--- src/rtl/sts_oh_pkg.sv ---
package sts_oh_pkg;

    localparam logic [7:0] FRAME_A1 = 8'hF6;
    localparam logic [7:0] FRAME_A2 = 8'h28;
    localparam logic [6:0] SCR_SEED = 7'h7F;

    typedef enum logic [1:0] {
        SLOT_DATA,
        SLOT_A1,
        SLOT_A2,
        SLOT_B1
    } slot_e;

    typedef struct packed {
        logic frm_en;
        logic err_ins;
        logic b1_en;
        logic scr_en;
    } stage_ctl_t;

    typedef struct packed {
        logic [7:0] data;
        logic       sof;
    } out_beat_t;

    typedef struct packed {
        logic [7:0] mask;
        logic [6:0] next;
    } scr_step_t;

    // Eight steps of the 1 + x^6 + x^7 generator, first bit to the MSB.
    function automatic scr_step_t scr_advance(input logic [6:0] state);
        scr_step_t  r;
        logic [6:0] st;
        st = state;
        r.mask = '0;
        for (int i = 7; i >= 0; i--) begin
            r.mask[i] = st[6];
            st = {st[5:0], st[6] ^ st[5]};
        end
        r.next = st;
        return r;
    endfunction

    function automatic logic parity_bad(input logic [7:0] d, input logic p,
                                        input logic odd_sel);
        return (^{d, p}) != odd_sel;
    endfunction

endpackage

--- src/rtl/sts_frame_tracker.sv ---
module sts_frame_tracker
    import sts_oh_pkg::*;
#(
    parameter int ROW_LEN = 1080,
    parameter int ROWS    = 9,
    parameter int N_INTLV = 12
) (
    input  logic  clk,
    input  logic  rst,
    input  logic  frame_sync,
    output slot_e slot,
    output logic  sof,
    output logic  scr_zone,
    output logic  scr_seed
);
    localparam int FRAME_LEN = ROW_LEN * ROWS;
    localparam int CW        = $clog2(FRAME_LEN);
    localparam logic [CW-1:0] POS_LAST = CW'(FRAME_LEN - 1);
    localparam logic [CW-1:0] A1_END   = CW'(N_INTLV);
    localparam logic [CW-1:0] A2_END   = CW'(2 * N_INTLV);
    localparam logic [CW-1:0] B1_POS   = CW'(ROW_LEN);

    logic [CW-1:0] cnt_q;
    logic [CW-1:0] cur_pos;
    logic [CW-1:0] cnt_d;
    logic          aligned_q;
    logic          live;

    assign live    = aligned_q | frame_sync;
    assign cur_pos = frame_sync ? '0 : cnt_q;
    assign cnt_d   = (cur_pos == POS_LAST) ? '0 : cur_pos + 1'b1;

    always_ff @(posedge clk) begin
        if (rst) begin
            cnt_q     <= '0;
            aligned_q <= 1'b0;
        end else begin
            aligned_q <= live;
            cnt_q     <= live ? cnt_d : '0;
        end
    end

    always_comb begin
        slot = SLOT_DATA;
        if (live) begin
            if (cur_pos < A1_END)       slot = SLOT_A1;
            else if (cur_pos < A2_END)  slot = SLOT_A2;
            else if (cur_pos == B1_POS) slot = SLOT_B1;
        end
    end

    assign sof      = live && (cur_pos == '0);
    assign scr_zone = live && (cur_pos >= A2_END);
    assign scr_seed = live && (cur_pos == A2_END);

endmodule

--- src/rtl/sts_overhead_mux.sv ---
module sts_overhead_mux
    import sts_oh_pkg::*;
(
    input  logic [7:0] din,
    input  slot_e      slot,
    input  stage_ctl_t ctl,
    input  logic [7:0] b1_val,
    output logic [7:0] dout
);
    logic [7:0] err_mask;

    assign err_mask = {7'b0, ctl.err_ins};

    always_comb begin
        dout = din;
        unique case (slot)
            SLOT_A1:   if (ctl.frm_en) dout = FRAME_A1 ^ err_mask;
            SLOT_A2:   if (ctl.frm_en) dout = FRAME_A2 ^ err_mask;
            SLOT_B1:   if (ctl.b1_en)  dout = b1_val;
            default:   dout = din;
        endcase
    end

endmodule

--- src/rtl/sts_scrambler.sv ---
module sts_scrambler
    import sts_oh_pkg::*;
(
    input  logic       clk,
    input  logic       rst,
    input  logic [7:0] din,
    input  logic       seed,
    input  logic       zone,
    input  logic       en,
    output logic [7:0] dout
);
    logic [6:0] state_q;
    logic [6:0] state_use;
    scr_step_t  step;

    assign state_use = seed ? SCR_SEED : state_q;
    assign step      = scr_advance(state_use);
    assign dout      = (en && zone) ? (din ^ step.mask) : din;

    always_ff @(posedge clk) begin
        if (rst) state_q <= SCR_SEED;
        else     state_q <= step.next;
    end

endmodule

--- src/rtl/sts_b1_calc.sv ---
module sts_b1_calc (
    input  logic       clk,
    input  logic       rst,
    input  logic [7:0] tx_byte,
    input  logic       sof,
    output logic [7:0] b1_val
);
    logic [7:0] acc_q;
    logic [7:0] hold_q;

    always_ff @(posedge clk) begin
        if (rst) begin
            acc_q  <= '0;
            hold_q <= '0;
        end else if (sof) begin
            hold_q <= acc_q;
            acc_q  <= tx_byte;
        end else begin
            acc_q  <= acc_q ^ tx_byte;
        end
    end

    assign b1_val = hold_q;

endmodule

--- src/rtl/sts_parity_mon.sv ---
module sts_parity_mon
    import sts_oh_pkg::*;
(
    input  logic       clk,
    input  logic       rst,
    input  logic [7:0] din,
    input  logic       din_par,
    input  logic       odd_sel,
    input  logic       clr,
    output logic       alarm
);
    logic alarm_q;
    logic hit;

    assign hit = parity_bad(din, din_par, odd_sel);

    always_ff @(posedge clk) begin
        if (rst) alarm_q <= 1'b0;
        else     alarm_q <= hit | (alarm_q & ~clr);
    end

    assign alarm = alarm_q;

endmodule

--- src/rtl/sts_oh_inserter.sv ---
module sts_oh_inserter
    import sts_oh_pkg::*;
#(
    parameter int ROW_LEN       = 1080,
    parameter int ROWS          = 9,
    parameter int N_INTLV       = 12,
    parameter bit USE_SCRAMBLER = 1'b1
) (
    input  logic       clk,
    input  logic       rst,
    input  logic [7:0] din,
    input  logic       din_par,
    input  logic       frame_sync,
    input  logic       cfg_par_odd,
    input  logic       cfg_frm_en,
    input  logic       cfg_err_ins,
    input  logic       cfg_b1_en,
    input  logic       cfg_scr_en,
    input  logic       alarm_clr,
    output logic [7:0] dout,
    output logic       dout_sof,
    output logic       par_alarm
);
    stage_ctl_t ctl;
    slot_e      slot;
    logic       sof;
    logic       scr_zone;
    logic       scr_seed;
    logic [7:0] b1_val;
    logic [7:0] ovh_byte;
    logic [7:0] tx_byte;
    out_beat_t  beat_q;

    assign ctl = '{frm_en: cfg_frm_en, err_ins: cfg_err_ins,
                   b1_en: cfg_b1_en, scr_en: cfg_scr_en};

    sts_frame_tracker #(
        .ROW_LEN (ROW_LEN),
        .ROWS    (ROWS),
        .N_INTLV (N_INTLV)
    ) tracker_i (
        .clk        (clk),
        .rst        (rst),
        .frame_sync (frame_sync),
        .slot       (slot),
        .sof        (sof),
        .scr_zone   (scr_zone),
        .scr_seed   (scr_seed)
    );

    sts_overhead_mux ovh_i (
        .din    (din),
        .slot   (slot),
        .ctl    (ctl),
        .b1_val (b1_val),
        .dout   (ovh_byte)
    );

    generate
        if (USE_SCRAMBLER) begin : g_scr
            sts_scrambler scr_i (
                .clk  (clk),
                .rst  (rst),
                .din  (ovh_byte),
                .seed (scr_seed),
                .zone (scr_zone),
                .en   (ctl.scr_en),
                .dout (tx_byte)
            );
        end else begin : g_noscr
            assign tx_byte = ovh_byte;
        end
    endgenerate

    sts_b1_calc b1_i (
        .clk     (clk),
        .rst     (rst),
        .tx_byte (tx_byte),
        .sof     (sof),
        .b1_val  (b1_val)
    );

    sts_parity_mon par_i (
        .clk     (clk),
        .rst     (rst),
        .din     (din),
        .din_par (din_par),
        .odd_sel (cfg_par_odd),
        .clr     (alarm_clr),
        .alarm   (par_alarm)
    );

    always_ff @(posedge clk) begin
        if (rst) beat_q <= '0;
        else     beat_q <= '{data: tx_byte, sof: sof};
    end

    assign dout     = beat_q.data;
    assign dout_sof = beat_q.sof;

endmodule

--- config.mk ---
export PLATFORM = sky130hd
export DESIGN_NAME = sts_oh_inserter
export DESIGN_NICKNAME = d
export VERILOG_FILES = /design/src/rtl/sts_oh_pkg.sv /design/src/rtl/sts_frame_tracker.sv /design/src/rtl/sts_overhead_mux.sv /design/src/rtl/sts_scrambler.sv /design/src/rtl/sts_b1_calc.sv /design/src/rtl/sts_parity_mon.sv /design/src/rtl/sts_oh_inserter.sv
export SDC_FILE = /design/constraint.sdc
export NUM_CORES = 1
export LEC_CHECK = 0
export BUFFER_PORTS_ARGS = -buffer_cell sky130_fd_sc_hd__buf_4
export CELL_PAD_IN_SITES_DETAIL_PLACEMENT = 0
export CELL_PAD_IN_SITES_GLOBAL_PLACEMENT = 2
export CORE_UTILIZATION = 30
export CTS_CLUSTER_SIZE = 20
export DETAILED_ROUTE_END_ITERATION = 7
export PLACE_DENSITY = 0.71
export SLEW_MARGIN = 0
export SYNTH_ARGS = -nofsm -noshare
export SYNTH_HDL_FRONTEND = slang
export SYNTH_SLANG_ARGS = --single-unit
--- constraint.sdc ---
create_clock -name clk -period 3.03 [get_ports clk]
set_clock_uncertainty 0.15 [all_clocks]
set_input_delay 0.303 -clock clk [delete_from_list [all_inputs] [get_ports clk]]
set_output_delay 0.303 -clock clk [all_outputs]
set_load 0.03 [all_outputs]
==> impl_results.md <==
* H-tree levels at 2
* Ys flop type: dfxtp_1
* Synth Register Bits at 48
* Netlist Area Pre-Place at 2758 sq um
* RSZ-0062 raised after global routing: false
* Syn_area_per_cell at 8.591 sq um
* Setup ws final at 392.6 ps
* Highest-count cells in the layout ignoring fill and taps: dfxtp_1, nor2_1, buf_4
* Antenna Cells at 0
* Area growth syn-to-layout at 17.83%
* Minimum clock period at 2637 ps
* Clock buffer depth at 2
* Failing checks: DRC
* Final wirelength at 6.941 mm
* Input/output buffers at 27
* Row count at 34
* CP required at 3070 ps
* Top Ports at 28
* Final #Nets at 366
* Final period util at 87.04%
* Pre-CTS WS at 286.2 ps
* P per Cell Area at 548.7 nW/um^2
* Slew @ Worst Pin at 902.9 ps
* Post-DP HPWL at 5.141 mm
* Cells after Synth at 321
* Clk sinks at 48
* Starting Density at 31.32%
* Initial antenna violation count at 0
* Hold Path Class: input port to register
* CTS resizes at 0
* Hold-fix buffers at CTS at 0
* Number of global-route vias before repair at 2265
* Fmax at 0.3792 GHz
* Slowest CP cell: o32ai_1
* Final Wtd Congestion at 0.7490
* DRT iter0 DRCs at 87
* Total GRT Usage at 15.29%
* Drt first pass iters at 6
* Yosys cell types at 54
* WL/cell at 15.25 microns
* First-pass GRT wire length at 11.72 mm
* Critical Path Fanout Max at 9
* Hold_ws at 118.5 ps
* Syn nets at 341
* CP Class: register to register
* CTS clk-pin slew, worst paths at 90 ps
* Post-CTS setup buffers at 0
* Final setup viols at 0
* Sequential area share after synthesis at 34.85%
* Core ar. at 8806 sq um
* Root Buffer: clkbuf_8
* Comb pwr share at 20.7%
* Num CTS Buffers at 5
* FFs w/ async S/R, synth at 0%
* Routed wl met3 at 200 microns
* Via Count at 2377
* Dpl cell area at 3090 sq um
* Slew headroom at 39.54%
* Largest net degree at the start of global routing at 38
* Hold Violations, Final at 0
* Finished Cell Area at 3249 sq um
* CP delay by family, top: compound AO/OA/AOI/OAI gates
* Met2 wire length at 3.190 mm
* Max Cap Violations at 0
* CP startpoint kind: register
* Flop pwr share at 43.6%
* Proportion of layout cells with a drive suffix above 1 at 15.85%
* Highest routed layer: met4
* Via/cell ratio at 5.224
* Switching Share at 26.68%
* Worst-path cell chain: nand2b_1, ha_1, and4b_1, o211ai_1, o32ai_1, mux2i_1, xnor2_1, mux2_1
* VDD IR max at 0.2281 mV
* Clock latency on the worst-skew pair at 310 ps
* Internal power at 1.307 mW
* Fillers at 903
* Die span in y at 97.88 microns
* Synth warn at 0
* Lkg Pwr at 1.260 nW
* CTS tree: built
* Arr. time, crit path at 2680 ps
* Number of flops mapped to enable cells by yosys at 0
* CP peak stage delay at 390 ps
* CP Capture Type: register
* Pins Over Slew Limit at 0
* DRC viols at 1
* Overflow after GRT at 0
* Metal1 wirelength at 3.503 mm
* Area of the die at 9580 sq um
* Most common cell after layout, fill and taps aside: dfxtp_1
* Sum Neg Setup Slack at 0 ps
* Crit path buf inv count at 0
* Switching pwr at 475.6 uW
* Clock power share at 35.8%
* Die Width at 97.88 microns
* Outcome: complete, but fails checks
* Routed Antenna Nets at 0
[per-stage QoR]
| stage | total power, mW | utilization [%] | cells |
|---|---|---|---|
| after floorplan | 1.054 | - | 321 |
| after global placement | 1.163 | 35.10 | 447 |
| after detailed placement | 1.161 | 35.10 | 447 |
| after CTS | 1.810 | 36.90 | 455 |
| after global routing | 1.883 | 36.90 | 455 |
| final | 1.783 | 36.90 | 455 |
[area by class of cell]
class                   instances  area (sq um)  area share, %
clock buffers                   5         68.82          2.118
clock inverters                 3         90.09          2.772
repair buffers                 34         255.2          7.855
multi-input cells             249          1709          52.60
well taps                     108         135.1          4.159
flip-flops and latches         48         960.9          29.57
inverters                       8         30.03         0.9241
[logic make-up after synthesis]
| logic type | after synthesis | share of synthesized area [%] |
|---|---|---|
| xor+xnor | 38 | 12.61 |
| mux | 14 | 5.263 |
| flops | 48 | 34.85 |
| compound gates | 74 | 19.87 |
| fa+ha+maj | 2 | 0.9073 |
| simple gates | 121 | 23.10 |
| buf+inv | 24 | 3.403 |
[tightest hold or removal path, stage by stage]
cell and delay (ps):
buf_4 70, nand2b_1 90, a21oi_1 60
[power groups by stage]
stage               clock network, mW  logic [mW]  registers, mW
floorplan                           0       0.251          0.803
global placement                    0       0.369          0.794
detailed placement                  0       0.368          0.793
CTS                             0.659       0.371          0.779
global route                    0.684       0.409          0.790
finish                          0.638       0.368          0.777
[flip-flops by register name (all words and copies together), names as in the netlist]
register / count
tracker_i.cnt_q: 14
b1_i.acc_q: 8
b1_i.b1_val: 8
dout: 8
g_scr.scr_i.state_q: 7
dout_sof: 1
par_i.alarm: 1
tracker_i.aligned_q: 1
[Yosys cell counts, types with 2 or more instances]
cell type  instances  area (sq um)
a2111oi_2          4         60.06
a211o_1            3         26.28
a211oi_1           6         45.04
a21o_1             3         22.52
a21oi_1           18         90.09
a31oi_1            2         12.51
and2_1             2         12.51
and3_1             5         31.28
and4_1             2         17.52
buf_2              3         15.01
clkbuf_1          12         45.04
dfxtp_1           48         960.9
ha_1               2         25.02
inv_1              8         30.03
mux2_1             3         33.78
mux2i_1           10         100.1
nand2_1           15         56.30
nand2b_1           6         37.54
nand3_1           17         85.08
nand4_1            6         37.54
nor2_1            41         153.9
nor2b_1            5         31.28
nor3_1             2         10.01
nor3b_1            6         45.04
o21ai_0           10         50.05
o21ai_1            3         15.01
o21bai_1           6         45.04
o221ai_1           5         43.79
o22ai_1            3         18.77
or3_1              6         37.54
xnor2_1           29         254.0
xor2_1             8         70.07
[layer usage]
layer	track usage, %	up-vias
met1	21.20	1134
li1	-	1205
met3	2.577	5
met2	24.70	33
met5	0	-
met4	3.497	0
[final timing paths]
| check | to | start | cells after the start | slack (ps) |
|---|---|---|---|---|
| max | b1_i.acc_q[7] | tracker_i.cnt_q[1] | 8 | 390 |
| min | par_i.alarm | alarm_clr | 3 | 120 |
| max reg2reg | b1_i.acc_q[7] | tracker_i.cnt_q[1] | 8 | 390 |
| min reg2reg | par_i.alarm | par_i.alarm | 2 | 340 |
(Power assumes the default switching activity.)
